## config.mk

```make
export PLATFORM = sky130hd
export DESIGN_NAME = mchk_intr_ctl
export DESIGN_NICKNAME = d
export VERILOG_FILES = /design/src/rtl/mchk_pkg.sv /design/src/rtl/mc_classify.sv /design/src/rtl/mc_pending.sv /design/src/rtl/int_prio_arb.sv /design/src/rtl/mchk_intr_ctl.sv
export SDC_FILE = /design/constraint.sdc
export NUM_CORES = 1
export LEC_CHECK = 0
export BUFFER_PORTS_ARGS = -buffer_cell sky130_fd_sc_hd__buf_2
export CORE_MARGIN = 4
export CORE_UTILIZATION = 43
export CTS_BUF_LIST = sky130_fd_sc_hd__clkbuf_8
export CTS_CLUSTER_DIAMETER = 30
export DETAILED_ROUTE_END_ITERATION = 6
export PLACE_DENSITY = 0.85
export SLEW_MARGIN = 20
export SYNTH_ARGS = -nofsm -noshare
export SYNTH_HDL_FRONTEND = slang
export SYNTH_SLANG_ARGS = --single-unit
```

## constraint.sdc

```tcl
create_clock -name clk -period 1.38 [get_ports clk]
set_input_delay 0.138 -clock clk [delete_from_list [all_inputs] [get_ports clk]]
set_output_delay 0.138 -clock clk [all_outputs]
set_load 0.03 [all_outputs]
```

## src/rtl/mchk_pkg.sv

```systemverilog
// Shared constants and types for the machine-check classifier.
// Assumes a 4-bit result field directly below a single multi-bit flag.
package mchk_pkg;
    localparam int N_CLASS = 5;
    localparam int CODE_W  = 16;
    localparam int RES_W   = 4;

    localparam int CL_HARD = 0;
    localparam int CL_PGM  = 1;
    localparam int CL_SOFT = 2;
    localparam int CL_EXT  = 3;
    localparam int CL_IO   = 4;

    localparam logic [RES_W-1:0] RES_RETRY_FAIL = 4'd1;
    localparam logic [RES_W-1:0] RES_NO_RETRY   = 4'd4;
    localparam logic [RES_W-1:0] RES_ECC_FIXED  = 4'd8;
    localparam logic [RES_W-1:0] RES_RETRY_OK   = 4'd9;
    localparam logic [RES_W-1:0] RES_INTERCEPT  = 4'd10;

    typedef enum logic [2:0] {
        EK_RETRY_OK     = 3'd0,
        EK_RETRY_FAIL   = 3'd1,
        EK_NO_RETRY     = 3'd2,
        EK_ECC_FIXED    = 3'd3,
        EK_CHAN_UNCORR  = 3'd4,
        EK_CPU_UNC_OK   = 3'd5,
        EK_CPU_UNC_FAIL = 3'd6,
        EK_CPU_UNC_NORT = 3'd7
    } err_kind_e;

    typedef struct packed {
        logic             hard;
        logic             mbit;
        logic [RES_W-1:0] res;
    } mc_rec_t;
endpackage

```

## src/rtl/mc_classify.sv

```systemverilog
// Maps an error report type to a hard/soft flag, multi-bit flag and result.
// Assumes every 3-bit value is a defined report type (all eight are used).
module mc_classify
    import mchk_pkg::*;
(
    input  logic [2:0] kind_i,
    output mc_rec_t    rec_o
);
    // Decode the report type into its interruption record.
    always_comb begin
        rec_o = '0;
        unique case (err_kind_e'(kind_i))
            EK_RETRY_OK:     rec_o = '{hard: 1'b0, mbit: 1'b0, res: RES_RETRY_OK};
            EK_RETRY_FAIL:   rec_o = '{hard: 1'b1, mbit: 1'b0, res: RES_RETRY_FAIL};
            EK_NO_RETRY:     rec_o = '{hard: 1'b1, mbit: 1'b0, res: RES_NO_RETRY};
            EK_ECC_FIXED:    rec_o = '{hard: 1'b0, mbit: 1'b0, res: RES_ECC_FIXED};
            EK_CHAN_UNCORR:  rec_o = '{hard: 1'b0, mbit: 1'b1, res: RES_INTERCEPT};
            EK_CPU_UNC_OK:   rec_o = '{hard: 1'b0, mbit: 1'b1, res: RES_RETRY_OK};
            EK_CPU_UNC_FAIL: rec_o = '{hard: 1'b1, mbit: 1'b1, res: RES_RETRY_FAIL};
            EK_CPU_UNC_NORT: rec_o = '{hard: 1'b1, mbit: 1'b1, res: RES_NO_RETRY};
            default:         rec_o = '0;
        endcase
    end
endmodule

```

## src/rtl/mc_pending.sv

```systemverilog
// Single-slot holding register for machine checks awaiting delivery.
// A hard report displaces a held soft one; all other late reports are lost.
// Assumes clear_i is asserted only in a cycle where the held check is granted.
module mc_pending
    import mchk_pkg::*;
(
    input  logic    clk,
    input  logic    rst_n,
    input  logic    new_vld_i,
    input  mc_rec_t new_rec_i,
    input  logic    clear_i,
    output logic    pend_vld_o,
    output mc_rec_t pend_rec_o
);
    logic    base_vld;
    mc_rec_t base_rec;
    logic    nxt_vld;
    mc_rec_t nxt_rec;

    // Remove a granted check, then merge in the new report.
    always_comb begin
        base_vld = pend_vld_o & ~clear_i;
        base_rec = clear_i ? '0 : pend_rec_o;
        nxt_vld  = base_vld;
        nxt_rec  = base_rec;
        if (new_vld_i && (!base_vld || (new_rec_i.hard && !base_rec.hard))) begin
            nxt_vld = 1'b1;
            nxt_rec = new_rec_i;
        end
    end

    // Hold state with synchronous clear.
    always_ff @(posedge clk) begin
        if (!rst_n) begin
            pend_vld_o <= 1'b0;
            pend_rec_o <= '0;
        end else begin
            pend_vld_o <= nxt_vld;
            pend_rec_o <= nxt_rec;
        end
    end
endmodule

```

## src/rtl/int_prio_arb.sv

```systemverilog
// Fixed-priority selector: index 0 has the highest priority.
// Assumes the requests are already qualified by enables and masks.
module int_prio_arb #(
    parameter int N = 5
) (
    input  logic [N-1:0] req_i,
    output logic [N-1:0] gnt_o
);
    logic [N:0] taken;

    assign taken[0] = 1'b0;

    // One stage per class: grant if requested and nobody above has won.
    for (genvar i = 0; i < N; i++) begin : g_stage
        assign gnt_o[i]     = req_i[i] & ~taken[i];
        assign taken[i + 1] = taken[i] | req_i[i];
    end
endmodule

```

## src/rtl/mchk_intr_ctl.sv

```systemverilog
// Top: classifies error reports, keeps one pending machine check and
// selects one of five interruption classes per cycle.
// Assumes requesters hold req_* until they see their grant bit.
module mchk_intr_ctl
    import mchk_pkg::*;
(
    input  logic              clk,
    input  logic              rst_n,
    input  logic              err_vld,
    input  logic [2:0]        err_kind,
    input  logic              op_end,
    input  logic              mc_mask,
    input  logic [N_CLASS-1:0] class_en,
    input  logic              req_pgm,
    input  logic              req_ext,
    input  logic              req_io,
    output logic [N_CLASS-1:0] grant,
    output logic [CODE_W-1:0] mc_code
);
    localparam int PAD_W = CODE_W - RES_W - 1;

    mc_rec_t            new_rec;
    mc_rec_t            pend_rec;
    logic               pend_vld;
    logic [N_CLASS-1:0] req_vec;
    logic [N_CLASS-1:0] gnt_c;
    logic               mc_take;

    mc_classify u_cls (
        .kind_i (err_kind),
        .rec_o  (new_rec)
    );

    mc_pending u_pend (
        .clk        (clk),
        .rst_n      (rst_n),
        .new_vld_i  (err_vld),
        .new_rec_i  (new_rec),
        .clear_i    (mc_take),
        .pend_vld_o (pend_vld),
        .pend_rec_o (pend_rec)
    );

    // Qualify each class request by its enable, the mask and operation end.
    always_comb begin
        req_vec          = '0;
        req_vec[CL_HARD] = pend_vld & pend_rec.hard & mc_mask;
        req_vec[CL_PGM]  = req_pgm;
        req_vec[CL_SOFT] = pend_vld & ~pend_rec.hard & mc_mask & op_end;
        req_vec[CL_EXT]  = req_ext;
        req_vec[CL_IO]   = req_io;
        req_vec          = req_vec & class_en;
    end

    int_prio_arb #(.N(N_CLASS)) u_arb (
        .req_i (req_vec),
        .gnt_o (gnt_c)
    );

    assign mc_take = gnt_c[CL_HARD] | gnt_c[CL_SOFT];

    // Register the grant pulse and capture the code on a machine-check win.
    always_ff @(posedge clk) begin
        if (!rst_n) begin
            grant   <= '0;
            mc_code <= '0;
        end else begin
            grant <= gnt_c;
            if (mc_take) begin
                mc_code <= {{PAD_W{1'b0}}, pend_rec.mbit, pend_rec.res};
            end
        end
    end
endmodule

```

Yosys cells after proc, flatten, opt, wreduce, memory -nomap -nowiden:

Memory sizes are Yosys's and may differ from the RTL's.
Index checks and enable logic that the tools add are counted.

* register bits: 17
* latch bits: 0
* bits in writable memories: 0
* bits in read-only memories: 48
* input bits: 16
* output and inout port bits: 21
* logic and storage cells: 37
* memories: 1

Memory list
* (name not given): words 8, width 6, read ports 1, clocked after Yosys merged registers in 0, wr ports 0, RTL line mc_classify.sv:12 `unique case (err_kind_e'(kind_i))`

* add/sub/neg operators: 0
* $mul: 0
* div/mod/pow operators: 0
* $lt $le $gt $ge: 0
* eq/ne operators: 0
* shift operators: 0
* multiplexer cells: 3
* bitwise operators: 21
* reduce and logical (&&, ||, !) cells: 6

Operator list (number)
* 2-to-1 mux 6 bit: 2
* AND 1 bit: 10
* inverter 1 bit: 6
* AND 5 bit: 1
* OR 1 bit: 4
* logical AND 1 bit: 2
* logical NOT 1 bit: 2
* nonzero test 2 bit: 1
* logical OR 1 bit: 1
* 2-to-1 mux 1 bit: 1

Depth between registers and ports, before layout:

* depth in word-level cells: 15
* depth in mapped cells: 6
* gate-level depth less buffers: 6

Modules after synthesis:

A second synthesis with hierarchy kept.

* cell total of the unflattened synthesis: 98
* area, all modules: 947.2 sq um

Modules (own cells, without submodules)
* mchk_intr_ctl: instances 1, cells an instance 51, area each 479.2 sq um, sequential area each 200.2 sq um
* mc_pending: instances 1, cells an instance 30, area each 311.5 sq um, sequential area each 140.1 sq um
* mc_classify: instances 1, cells an instance 11, area each 101.3 sq um, sequential area each 0.0 sq um
* int_prio_arb: instances 1, cells an instance 6, area each 55.1 sq um, sequential area each 0.0 sq um

Worst setup path before layout:

Ideal clock, no wire load.

* path kind: input to register
* start: input port err_kind[0]
* end: register u_pend.pend_rec_o[4] (netlist bit)
* arrival time: 1.220 ns
* setup slack: 0.043 ns
* cell stages on the path: 6
* path buffers: 0
* path through: inv_1 -> ha_1 -> mux2i_4 -> o21ai_2 -> or2_1 -> a32o_1

* cells in the longest elaborated chain, start to end: 5
* elaborated cells on any way between the ends: 6
* those cells by class: 1 x mux; 4 x reduce/logical; 1 x memory

RTL lines
* from (decl): RTL line mchk_intr_ctl.sv:10 `input logic [2:0] err_kind,`
* memory (8 x 6 bit) *
* logical AND 1 bit: RTL line mc_pending.sv:26 `if (new_vld_i && (!base_vld || (new_rec_i.hard && !base_rec.hard))) begin`
* logical OR 1 bit: RTL line mc_pending.sv:26
* logical AND 1 bit: RTL line mc_pending.sv:26
* 2-to-1 mux 6 bit / nonzero test 2 bit (equally long branches)
* to (signal assigned): RTL line mc_pending.sv:39 `pend_rec_o <= nxt_rec;`
* to (decl): RTL line mc_pending.sv:13 `output mc_rec_t pend_rec_o`

Mark *: on every way between the ends. The rest lies on a longest branch, timed or not.
A chain may end at the register's enable or synchronous reset.

Worst setup path after layout:

* start: register u_pend.pend_rec_o[5] (netlist bit)
* end: register u_pend.pend_rec_o[4] (netlist bit)

* cells in the longest elaborated chain, start to end: 13
* elaborated cells on any way between the ends: 21
* those cells by class: 2 x mux; 13 x bitwise; 6 x reduce/logical

RTL lines
* inverter 1 bit / AND 1 bit (equally long branches): RTL line mchk_intr_ctl.sv:49, mchk_intr_ctl.sv:47
* AND 1 bit (on tied branches): RTL line mchk_intr_ctl.sv:49, mchk_intr_ctl.sv:47
* AND 1 bit / AND 5 bit (equally long branches): RTL line mchk_intr_ctl.sv:49, mchk_intr_ctl.sv:52
* AND 1 bit / OR 1 bit (equally long branches): RTL line mchk_intr_ctl.sv:49, int_prio_arb.sv:16
* AND 5 bit / inverter 1 bit (equally long branches): RTL line mchk_intr_ctl.sv:52, int_prio_arb.sv:15
* AND 1 bit: RTL line int_prio_arb.sv:15 `assign gnt_o[i] = req_i[i] & ~taken[i];`
* OR 1 bit: RTL line mchk_intr_ctl.sv:60 `assign mc_take = gnt_c[CL_HARD] | gnt_c[CL_SOFT];`
* 2-to-1 mux 6 bit / inverter 1 bit (equally long branches): RTL line mc_pending.sv:23, mc_pending.sv:22
* logical NOT 1 bit / AND 1 bit (equally long branches): RTL line mc_pending.sv:26, mc_pending.sv:22
* logical AND 1 bit / logical NOT 1 bit (equally long branches): RTL line mc_pending.sv:26
* logical OR 1 bit: RTL line mc_pending.sv:26
* logical AND 1 bit: RTL line mc_pending.sv:26
* 2-to-1 mux 6 bit / nonzero test 2 bit (equally long branches)

Parallel ways exist; a longest one is shown, timed or not. The select of a mux whose other input is x is not followed.

==> flow_summary.toml <==
[clock_tree]
cts_root_buf = "clkbuf_8"
clk_latency_ns = 0.25
cts_sinks = 17
cts_tree = "built"
numCtsBuffers = 3
cts-resized-gates = 0
htree_levels = 1
cts_setup_buffers = 0
clkTransAtPathRegs_ns = 0.06
clk_path_buf_depth = 2
hold_buffers = 0

[timing]
fin_skew_ns = 0.000861
setup_tns_ns = 0
fin_crit_ns = 1.33
rsz0062_at_grt = "false"
drv_slew = 0
hold_viol_final = 0
finalCritPeriodShare = 0.967
max_freq_ghz = 0.749
setup_viol = 0

[detailed_routing]
drt-pass1-iter-count = 4
antenna_left = 0
wl_per_cell_um = 11.2
vias = 681
drc = 0
initialDrtViolationCount = 5
routed_via_density = 4.70
routed_wl_um = 1620

[critical_path]
reg2regPathDepth = 4
r2r_setup_slack_ns = 0.05
reg2reg_to = "u_pend.pend_rec_o[4]"
r2r-start = "u_pend.pend_rec_o[5]"
critPathMaxFanout = 4
crit_path_end_kind = "flop"
startpoint_type = "flop"
required_ns = 1.52
arrival_ns = 1.48
path_class = "reg2reg"

[global_route]
antenna_found_initial = 0
globalRouteOverflowTotal = 0
grt_max_degree = 11
grt_pass1_wl_um = 2750
grt_usage = 0.137
grt_pass1_vias = 680

[floorplan]
ios = 37
die_w_um = 52.0
dieArea_um2 = 2700
row_count = 15
coreArea_um2 = 1780
die_h_um = 52.0
start_util = 0.466

[cells_and_area]
stdcell_count = 145
nets = 140
regArea_um2 = 340
drive_gt1_frac = 0.342
antenna_cells = 0
area.growth.synth_to_final_pct = 24.2
multiInputGateArea_um2 = 414
utilization = 0.579
fillCellCount = 166

[pwr]
ir_drop_mv = 0.458
powerDensity_nw_per_um2 = 1040
p_total_w = 0.00107
power_leakage_nw = 0.535

[place]
dp_hpwl_um = 1290
io_buffers = 25
gp_congestion = 0.726
place_inst = 141

[synth]
yosysWarnings = 0
synth_cells = 86
synth.avg_cell_area_um2 = 9.66
synth_area_leaders = "dfxtp_1 41%, buf_4 9.9%, mux2i_1 7.2%, nor2_1 5.0%, ha_1 4.5%"
synth-seq-cells = 17
async_flop_share = 0
yosysSeqAreaShare = 0.410
synth.top_cell.area_share = 0.410
netlist_area_um2 = 831
synth_top_cell_by_area = "dfxtp_1"
ys_types = 31
yosysMostFrequentCell = "dfxtp_1"
ys.flop_type = "dfxtp_1"
synth_edf_count = 0
synthTopCellsByCount = "17 x dfxtp_1, 11 x buf_4, 11 x nor2_1"

[hold_path]
hold_path_class = "in2reg"
hold_start = "class_en[3]"
worstHoldPathCells = 2
holdPathEnd = "grant[3]"

[outcome]
status = "finished, final reports clean"

[flow_run]
maxCapViolCount = 0
[flip-flops by register name, summed over array words and instances, names as in the netlist]
register,count
grant,5
mc_code,5
u_pend.pend_rec_o,6
u_pend.pend_vld_o,1
[kinds of logic after synthesis]
logic type | share of synthesized area
and+or+nand+nor | 0.163
other | 0.00451
AOI/OAI and AO/OA | 0.142
buffers and inverters | 0.137
adders and majority gates | 0.0452
DFF | 0.410
muxes | 0.0994
[critical path: stages, from the launching register on]
cell      delay, ns
dfxtp_1        0.35
nand4b_1       0.18
o21ai_1        0.15
or2_1          0.28
a32o_1         0.26
[how the worst max path moves through the flow]
stage | startpoint | endpoint | slack (ns)
detailed placement | err_kind[0] | u_pend.pend_rec_o[4] | -0.13
finish | u_pend.pend_rec_o[5] | u_pend.pend_rec_o[4] | 0.05
CTS | u_pend.pend_rec_o[5] | u_pend.pend_rec_o[4] | 0.06
global route | u_pend.pend_rec_o[5] | u_pend.pend_rec_o[4] | 0.001
floorplan | err_kind[0] | u_pend.pend_rec_o[4] | 0.04
global placement | err_kind[0] | u_pend.pend_rec_o[4] | -0.06
[layer usage]
metal / GRT usage / vias up / wire length [um]
li1: - / 339 / -
met1: 0.141 / 307 / 653
met2: 0.238 / 30 / 799
met3: 0.0401 / 5 / 136
met4: 0.0873 / 0 / 32
met5: 0 / - / 0
[cell type report]
cell class                 count  share of cell area
multi-input combinational     62               0.401
timing repair buffer          33               0.179
tap                           25              0.0303
clock inverter                 1             0.00485
inverter                       4              0.0145
clock buffer                   3              0.0400
sequential                    17               0.330
[per-stage QoR]
stage	worst slack [ns]	hold slack [ns]	instance area (um2)
2_1_floorplan	0.0429	0.255	868
3_3_place_gp	-0.0591	0.387	986
3_5_place_dp	-0.133	0.384	986
4_1_cts	0.0615	0.128	1030
5_1_grt	0.00132	0.140	1030
6_report	0.0451	0.128	1030
[cell usage in the layout (no fill, tap or decap), types with 2 or more instances in the layout]
| master | n |
|---|---|
| ha_1 | 3 |
| clkbuf_8 | 3 |
| inv_1 | 4 |
| buf_2 | 25 |
| nor2_1 | 11 |
| buf_4 | 8 |
| conb_1 | 11 |
| a32o_1 | 2 |
| mux2i_1 | 6 |
| o2bb2ai_1 | 2 |
| nand2_1 | 4 |
| a21oi_1 | 3 |
| nand2b_1 | 2 |
| and3_1 | 2 |
| dfxtp_1 | 17 |
[power breakdown]
group / internal (W) / leakage (nW) / switching [W]
clock network: 0.000200 / 0.0255 / 0.000163
logic: 0.0000729 / 0.371 / 0.000116
registers: 0.000508 / 0.138 / 0.00000907
No activity file was read; power rests on OpenSTA's default activity.
